--- config.mk ---
export PLATFORM = sky130hd
export DESIGN_NAME = bsd_mac
export DESIGN_NICKNAME = d
export VERILOG_FILES = /design/src/rtl/bsd_mac_pkg.sv /design/src/rtl/bsd_mac_slicer.sv /design/src/rtl/bsd_mac_combine.sv /design/src/rtl/bsd_mac_accum.sv /design/src/rtl/bsd_mac.sv
export SDC_FILE = /design/constraint.sdc
export NUM_CORES = 1
export LEC_CHECK = 0
export BUFFER_PORTS_ARGS = -buffer_cell sky130_fd_sc_hd__buf_2
export CELL_PAD_IN_SITES_DETAIL_PLACEMENT = 0
export CELL_PAD_IN_SITES_GLOBAL_PLACEMENT = 1
export CORE_ASPECT_RATIO = 1.1
export CORE_MARGIN = 5
export CORE_UTILIZATION = 40
export DETAILED_ROUTE_END_ITERATION = 6
export PLACE_DENSITY = 0.78
export SYNTH_ARGS = -nofsm -noshare
export SYNTH_HDL_FRONTEND = slang
export SYNTH_SLANG_ARGS = --single-unit
--- constraint.sdc ---
create_clock -name clk -period 6.7 [get_ports clk]
set_clock_uncertainty 0.1 [all_clocks]
set_input_delay 1.005 -clock clk [delete_from_list [all_inputs] [get_ports clk]]
set_output_delay 1.005 -clock clk [all_outputs]
set_load 0.005 [all_outputs]
--- src/rtl/bsd_mac_pkg.sv ---
package bsd_mac_pkg;

    typedef enum logic [1:0] {
        ST_IDLE = 2'd0,
        ST_STEP = 2'd1,
        ST_DONE = 2'd2
    } mac_state_t;

endpackage

--- src/rtl/bsd_mac_slicer.sv ---
module bsd_mac_slicer #(
    parameter int N_ROWS = 8,
    parameter int IN_W   = 8
) (
    input  logic                   clk,
    input  logic                   rst_n,
    input  logic                   load,
    input  logic                   shift,
    input  logic [N_ROWS*IN_W-1:0] act_in,
    output logic [N_ROWS-1:0]      wl_bits
);

    for (genvar r = 0; r < N_ROWS; r++) begin : g_row
        logic [IN_W-1:0] sh_q;

        always_ff @(posedge clk or negedge rst_n) begin
            if (!rst_n) begin
                sh_q <= '0;
            end else if (load) begin
                sh_q <= act_in[r*IN_W +: IN_W];
            end else if (shift) begin
                sh_q <= sh_q << 1;
            end
        end

        assign wl_bits[r] = sh_q[IN_W-1];
    end

endmodule

--- src/rtl/bsd_mac_combine.sv ---
module bsd_mac_combine #(
    parameter int N_OUT     = 4,
    parameter int SLICES    = 2,
    parameter int ADC_W     = 8,
    parameter int CELL_BITS = 4,
    parameter int ACC_W     = 16,
    localparam int N_COLS   = N_OUT * SLICES * 2
) (
    input  logic [N_COLS*ADC_W-1:0] col_code,
    output logic [N_OUT*ACC_W-1:0]  wsum
);

    for (genvar o = 0; o < N_OUT; o++) begin : g_out
        logic [ACC_W-1:0] term [SLICES];
        logic [ACC_W-1:0] tot;

        for (genvar s = 0; s < SLICES; s++) begin : g_slice
            localparam int CP = (o*SLICES + s)*2;
            localparam int CN = CP + 1;
            logic [ACC_W-1:0] pos_e, neg_e, diff;

            assign pos_e   = ACC_W'(col_code[CP*ADC_W +: ADC_W]);
            assign neg_e   = ACC_W'(col_code[CN*ADC_W +: ADC_W]);
            assign diff    = pos_e - neg_e;
            assign term[s] = diff << (s*CELL_BITS);
        end

        always_comb begin
            tot = '0;
            for (int s = 0; s < SLICES; s++) begin
                tot = tot + term[s];
            end
        end

        assign wsum[o*ACC_W +: ACC_W] = tot;
    end

endmodule

--- src/rtl/bsd_mac_accum.sv ---
module bsd_mac_accum #(
    parameter int N_OUT = 4,
    parameter int ACC_W = 16
) (
    input  logic                   clk,
    input  logic                   rst_n,
    input  logic                   clear,
    input  logic                   step,
    input  logic [N_OUT*ACC_W-1:0] wsum,
    output logic [N_OUT*ACC_W-1:0] acc
);

    for (genvar o = 0; o < N_OUT; o++) begin : g_acc
        logic [ACC_W-1:0] acc_q;

        always_ff @(posedge clk or negedge rst_n) begin
            if (!rst_n) begin
                acc_q <= '0;
            end else if (clear) begin
                acc_q <= '0;
            end else if (step) begin
                acc_q <= (acc_q << 1) + wsum[o*ACC_W +: ACC_W];
            end
        end

        assign acc[o*ACC_W +: ACC_W] = acc_q;
    end

endmodule

--- src/rtl/bsd_mac.sv ---
module bsd_mac
    import bsd_mac_pkg::*;
#(
    parameter int N_ROWS    = 8,
    parameter int IN_W      = 8,
    parameter int ADC_W     = 8,
    parameter int CELL_BITS = 4,
    parameter int SLICES    = 2,
    parameter int N_COLS    = 16,
    parameter int ACC_W     = 16,
    localparam int N_OUT    = N_COLS / (2*SLICES)
) (
    input  logic                    clk,
    input  logic                    rst_n,
    input  logic                    start,
    input  logic [N_ROWS*IN_W-1:0]  act_in,
    input  logic [N_COLS*ADC_W-1:0] col_code,
    output logic [N_ROWS-1:0]       wl_out,
    output logic                    done,
    output logic [N_OUT*ACC_W-1:0]  result
);

    localparam int CNT_W = (IN_W > 1) ? $clog2(IN_W) : 1;
    localparam logic [CNT_W-1:0] LAST_STEP = CNT_W'(IN_W - 1);

    mac_state_t       state_q, state_d;
    logic [CNT_W-1:0] cnt_q;
    logic             load, stepping;
    logic [N_ROWS-1:0] wl_bits;
    logic [N_OUT*ACC_W-1:0] wsum;

    always_ff @(posedge clk or negedge rst_n) begin
        if (!rst_n) begin
            state_q <= ST_IDLE;
        end else begin
            state_q <= state_d;
        end
    end

    always_comb begin
        state_d  = state_q;
        load     = 1'b0;
        stepping = 1'b0;
        done     = 1'b0;
        unique case (state_q)
            ST_IDLE: begin
                if (start) begin
                    load    = 1'b1;
                    state_d = ST_STEP;
                end
            end
            ST_STEP: begin
                stepping = 1'b1;
                if (cnt_q == LAST_STEP) begin
                    state_d = ST_DONE;
                end
            end
            ST_DONE: begin
                done    = 1'b1;
                state_d = ST_IDLE;
            end
            default: begin
                state_d = ST_IDLE;
            end
        endcase
    end

    always_ff @(posedge clk or negedge rst_n) begin
        if (!rst_n) begin
            cnt_q <= '0;
        end else if (load) begin
            cnt_q <= '0;
        end else if (stepping) begin
            cnt_q <= cnt_q + 1'b1;
        end
    end

    bsd_mac_slicer #(
        .N_ROWS (N_ROWS),
        .IN_W   (IN_W)
    ) u_slicer (
        .clk     (clk),
        .rst_n   (rst_n),
        .load    (load),
        .shift   (stepping),
        .act_in  (act_in),
        .wl_bits (wl_bits)
    );

    assign wl_out = stepping ? wl_bits : '0;

    bsd_mac_combine #(
        .N_OUT     (N_OUT),
        .SLICES    (SLICES),
        .ADC_W     (ADC_W),
        .CELL_BITS (CELL_BITS),
        .ACC_W     (ACC_W)
    ) u_combine (
        .col_code (col_code),
        .wsum     (wsum)
    );

    bsd_mac_accum #(
        .N_OUT (N_OUT),
        .ACC_W (ACC_W)
    ) u_accum (
        .clk   (clk),
        .rst_n (rst_n),
        .clear (load),
        .step  (stepping),
        .wsum  (wsum),
        .acc   (result)
    );

endmodule

### Word level (Yosys, flattened, before mapping)

Index checks and enable logic that the tools add are counted.

| cells by class | value |
|---|---|
| reductions and logical operators | 3 |
| equal/unequal tests | 5 |
| divide/modulo/power cells | 0 |
| magnitude comparators | 0 |
| bitwise gates (word level) | 0 |
| shift operators | 0 |
| multiplexer cells | 34 |
| add/subtract/negate cells | 17 |
| multipliers | 0 |

Operator list:

| kind | number |
|---|---|
| 2-to-1 mux 8 bit | 17 |
| 2-to-1 mux 16 bit | 8 |
| adder 16 bit | 6 |
| subtractor 8 x 8 -> 9 bit | 8 |
| adder 9 x 13 -> 14 bit | 2 |
| 2-to-1 mux 3 bit | 2 |
| 2-to-1 mux 1 bit | 4 |
| 2-to-1 mux 2 bit | 2 |
| != test 2 bit, second input constant | 2 |
| case mux 2 bit (2 select lines) | 1 |
| adder 3 x 1 -> 3 bit, second input constant | 1 |
| equality test 3 bit, second input constant | 1 |
| equality test 2 x 1 -> 1 bit, second input constant | 1 |
| equality test 2 bit, second input constant | 1 |
| logical NOT 2 bit | 1 |
| AND reduction 2 bit | 1 |
| nonzero test 2 bit | 1 |

| storage, ports and cells | value |
|---|---|
| memory bits (writable) | 0 |
| bits in read-only memories | 0 |
| bits of input ports | 195 |
| memories kept | 0 |
| latch bits | 0 |
| register bits after elaboration | 133 |

### Logic depth before layout (Yosys ltp)

| depth | value |
|---|---|
| depth in word-level cells | 5 |
| mapped depth | 26 |
| depth with buffers taken out | 26 |

### Cells and area by module

A second synthesis with hierarchy kept.

| second synthesis, totals | value |
|---|---|
| cells, all modules | 1434 |
| area total of the unflattened synthesis | 12465.7 um2 |

By module, submodules not included:

| module | area each (um2) | times used | cells each |
|---|---|---|---|
| bsd_mac_accum | 4968.5 | 1 | 542 |
| bsd_mac_combine | 4175.3 | 1 | 582 |
| bsd_mac_slicer | 3019.1 | 1 | 285 |
| bsd_mac | 302.8 | 1 | 25 |

### Worst setup path before layout

No wires, ideal clock.

| timing path | value |
|---|---|
| path type | input -> register |
| start | in col_code[64] |
| end | reg u_accum.g_acc[2].acc_q[15] |
| data required time | 6.517 ns |
| data arrival time | 4.914 ns |
| setup time | 0.083 ns |
| setup slack | 1.603 ns |
| stages | 25 |
| cell sequence | inv_1 -> ha_1 -> fa_1 -> nor2b_1 -> o21ai_0 -> nand2b_1 -> a21oi_1 -> nor2b_1 -> nor2_1 -> xnor2_1 -> ha_1 -> a21o_1 -> a21oi_1 -> o21bai_1 -> a21oi_1 -> xnor2_1 -> ha_1 -> and3_1 -> nand3_1 -> o211ai_1 -> a31o_2 -> nor4bb_1 -> a311o_1 -> xnor2_1 -> o21ai_0 |

| on the way | value |
|---|---|
| word-level cells in the longest chain between the ends | 5 |

RTL lines:

| item | line | RTL |
|---|---|---|
| from (decl) | bsd_mac.sv:17 | `input logic [N_COLS*ADC_W-1:0] col_code,` |
| subtractor 8 x 8 -> 9 bit | bsd_mac_combine.sv:24 | `assign diff = pos_e - neg_e;` |
| adder 9 x 13 -> 14 bit | bsd_mac_combine.sv:31 | `tot = tot + term[s];` |
| adder 16 bit | bsd_mac_accum.sv:22 | `acc_q <= (acc_q << 1) + wsum[o*ACC_W +: ACC_W];` |
| 2-to-1 mux 16 bit | bsd_mac_accum.sv:21 | `end else if (step) begin` |
| 2-to-1 mux 16 bit | bsd_mac_accum.sv:19 | `end else if (clear) begin` |
| to (signal assigned) | bsd_mac_accum.sv:22 |  |
| to (decl) | bsd_mac_accum.sv:14 | `logic [ACC_W-1:0] acc_q;` |

Every way passes these cells. The select of a mux whose other input is x is not followed.
A chain may end at the register's enable or synchronous reset.

### Final worst setup path

Same ends and word-level chain as after synthesis.

==> impl_metrics.env <==
export IMPL_outcome="completed"
export IMPL_synth_seq_area_share=0.2917
export IMPL_dpl_cell_area_sq_mm=0.01311
export IMPL_finalHoldViolations=0
export IMPL_p_leak_uw=0.007301
export IMPL_pwr_share_seq=0.222
export IMPL_synthDistinctLibCells=48
export IMPL_post_drt_via_cell_ratio=4.976
export IMPL_grt_pass1_wl_um=46830
export IMPL_whs_ns=0.3682
export IMPL_power_density_mw_per_mm2=498.8
export IMPL_postCtsHoldBufs=0
export IMPL_cts_setup_buffers=0
export IMPL_vias=9767
export IMPL_netlist_top_cells_area="dfrtp_1, ha_1, nand2_1"
export IMPL_synth_edff_count=0
export IMPL_cp_startpoint="col_code[64]"
export IMPL_dr_pass1_iters=5
export IMPL_antenna_found_initial=2
export IMPL_gr_usage_all_layers=0.1748
export IMPL_synth_largest_area_cell="dfrtp_1"
export IMPL_cts_root_buf="clkbuf_16"
export IMPL_netlist_area_leader_share=0.2917
export IMPL_initial_utilization=0.4083
export IMPL_yosysWarningCount=0
export IMPL_port_buffers=267
export IMPL_cts_path_max_buffers=2
export IMPL_postSynthCellCount=1339
export IMPL_place_gp_congestion=0.7973
export IMPL_grt_max_degree=94
export IMPL_rr_worst_depth=12
export IMPL_drc=0
export IMPL_die_x_um=171.0
export IMPL_final_setup_viol_count=0
export IMPL_rsz0062_at_grt="false"
export IMPL_startpoint_type="input pin"
export IMPL_crit_type="in -> reg"
export IMPL_setup_tns_ns=0
export IMPL_p_comb_frac=0.648
export IMPL_htreeDepth=4
export IMPL_synth_seq_cells=133
export IMPL_netlist_area_sq_mm=0.01141
export IMPL_io_pin_count=268
export IMPL_endpoint="u_accum.g_acc[2].acc_q[15]"
export IMPL_utilization=0.4889
export IMPL_coreArea_sq_mm=0.02795
export IMPL_p_clk_frac=0.130
export IMPL_fmaxAchievable_ghz=0.1920
export IMPL_hold_path_class="reg -> reg"
export IMPL_crit_arrival_ns=5.36
export IMPL_p_switching_uw=3121
export IMPL_end_kind="register"
export IMPL_insertedDiodeCount=0
export IMPL_syn2layout_area_growth_pct=19.75
export IMPL_post_cts_resized=0
export IMPL_syn_avg_cell_area_sq_um=8.521
export IMPL_worst_pin_slew_ns=1.086
export IMPL_syn_nets=1716
export IMPL_dpl_hpwl_um=21140
export IMPL_fin_nets=1965
export IMPL_wl_per_cell_um=14.25
export IMPL_layout_common_cells="buf_2, nand2_1, inv_1"
export IMPL_final_min_clock_period_ns=5.208
export IMPL_final_area_sq_mm=0.01366
export IMPL_critPathMaxFanout=5
export IMPL_final_common_cell="buf_2"
export IMPL_cts_clk_slew_worst_paths_ns=0.06
export IMPL_r2r_setup_slack_ns=3.59
export IMPL_relSlewSlack=0.2760
export IMPL_cts_sinks=133
export IMPL_clk_latency_ns=0.42
export IMPL_grt_overflow=0
export IMPL_ant_nets=0
export IMPL_cts_tree="yes"
export IMPL_drive_gt1_frac=0.1956
export IMPL_die_y_um=187.1
export IMPL_cts_buffers=17
export IMPL_reg2reg_to="u_accum.g_acc[0].acc_q[13]"
export IMPL_routed_wl_um=27980
export IMPL_p_sw_frac=0.4579
export IMPL_grt_pass1_vias=10030
export IMPL_worst_ep_required_time_ns=6.85
export IMPL_r2r_start="u_accum.g_acc[0].acc_q[3]"
export IMPL_power_total_uw=6816
export IMPL_yosys_most_used_dff="dfrtp_1"
export IMPL_num_rows=64
export IMPL_die_area_sq_mm=0.03201
export IMPL_peakVddDrop_uv=225.3
export IMPL_power_internal_uw=3695
export IMPL_timing_final_crit_share=0.7773
export IMPL_max_cap_violations=0
export IMPL_drt_iter0_drc=323
export IMPL_synthArstFlopShare=1.000
export IMPL_slew_violations=0
-- worst min-delay path by stage --
stage,to,from,cells past startpoint
2_1_floorplan,u_slicer.g_row[0].sh_q[7],u_slicer.g_row[0].sh_q[7],2
3_3_place_gp,u_slicer.g_row[6].sh_q[7],u_slicer.g_row[6].sh_q[7],2
3_5_place_dp,u_slicer.g_row[4].sh_q[7],u_slicer.g_row[4].sh_q[7],2
4_1_cts,u_slicer.g_row[4].sh_q[7],u_slicer.g_row[4].sh_q[7],2
5_1_grt,u_slicer.g_row[7].sh_q[7],u_slicer.g_row[7].sh_q[7],2
6_report,u_slicer.g_row[4].sh_q[7],u_slicer.g_row[4].sh_q[7],2
-- cells in the mapped netlist, types with 9 or more instances --
master      n
a21o_1     49
a21oi_1    73
a22oi_1    56
and2_1      9
clkbuf_1   41
dfrtp_1   133
fa_1       36
ha_1      146
inv_1     164
nand2_1   231
nand2b_1   24
nor2_1     43
nor2b_1    22
o21a_1      9
o21ai_0    93
o21bai_1   16
o22ai_1    20
xnor2_1    49
xor2_1     54
-- through the flow --
step	cells	worst slack (ns)
after CTS	1963	1.489
after global placement	1932	1.162
final	1963	1.492
after floorplan	1339	1.603
after global routing	1963	1.050
after detailed placement	1932	1.035
-- per-layer routing --
layer / GRT usage / part of all wire / vias to the layer above
met5: 0 / 0.00075 / -
met3: 0.04079 / 0.060 / 26
li1: - / - / 5034
met1: 0.2218 / 0.44 / 4494
met4: 0.03231 / 0.0075 / 4
met2: 0.3052 / 0.50 / 209
-- logic make-up after synthesis --
kind of cell,after synthesis,synth area share
compound gates,364,0.2062
fa+ha+maj,182,0.2233
flops,133,0.2917
xor+xnor,103,0.07907
buf+inv,206,0.06777
simple gates,351,0.1320
-- power groups by stage --
stage               clock network [uW]  logic [uW]  registers, uW
floorplan                            0        3380           1480
global placement                     0        4410           1520
detailed placement                   0        4460           1530
CTS                                913        4490           1520
global route                       952        5100           1570
finish                             889        4420           1510
-- flip-flops by register name, summed over array words and instances, names as in the netlist --
register and count:
u_accum.g_acc.acc_q 64, u_slicer.g_row.sh_q 64, cnt_q 3, state_q 2
-- layout make-up --
type | instances | area (sq um)
well taps | 363 | 454.2
clock buffers | 19 | 452.9
flip-flops and latches | 133 | 3328
multi-input cells | 1000 | 7336
repair buffers | 272 | 1380
clock inverters | 12 | 96.34
inverters | 164 | 615.6
fillers | 2782 | 14280
-- critical path: stages --
cell      delay, ns
buf_2          0.07
inv_1          0.03
ha_1           0.26
fa_1           0.43
nor2b_1        0.12
o21ai_0        0.08
nand2b_1       0.11
a21oi_1        0.08
nor2b_1        0.14
nor2_1         0.06
xnor2_1        0.12
ha_1           0.34
a21o_1         0.18
a21oi_1        0.22
o21bai_1       0.09
a21oi_1        0.21
xnor2_1        0.14
ha_1           0.29
and3_1         0.21
nand3_1        0.10
o211ai_1       0.10
a31o_2         0.27
nor4bb_1       0.15
a311o_1        0.34
xnor2_1        0.13
o21ai_0        0.08
No activity file was read; power rests on OpenSTA's default activity.
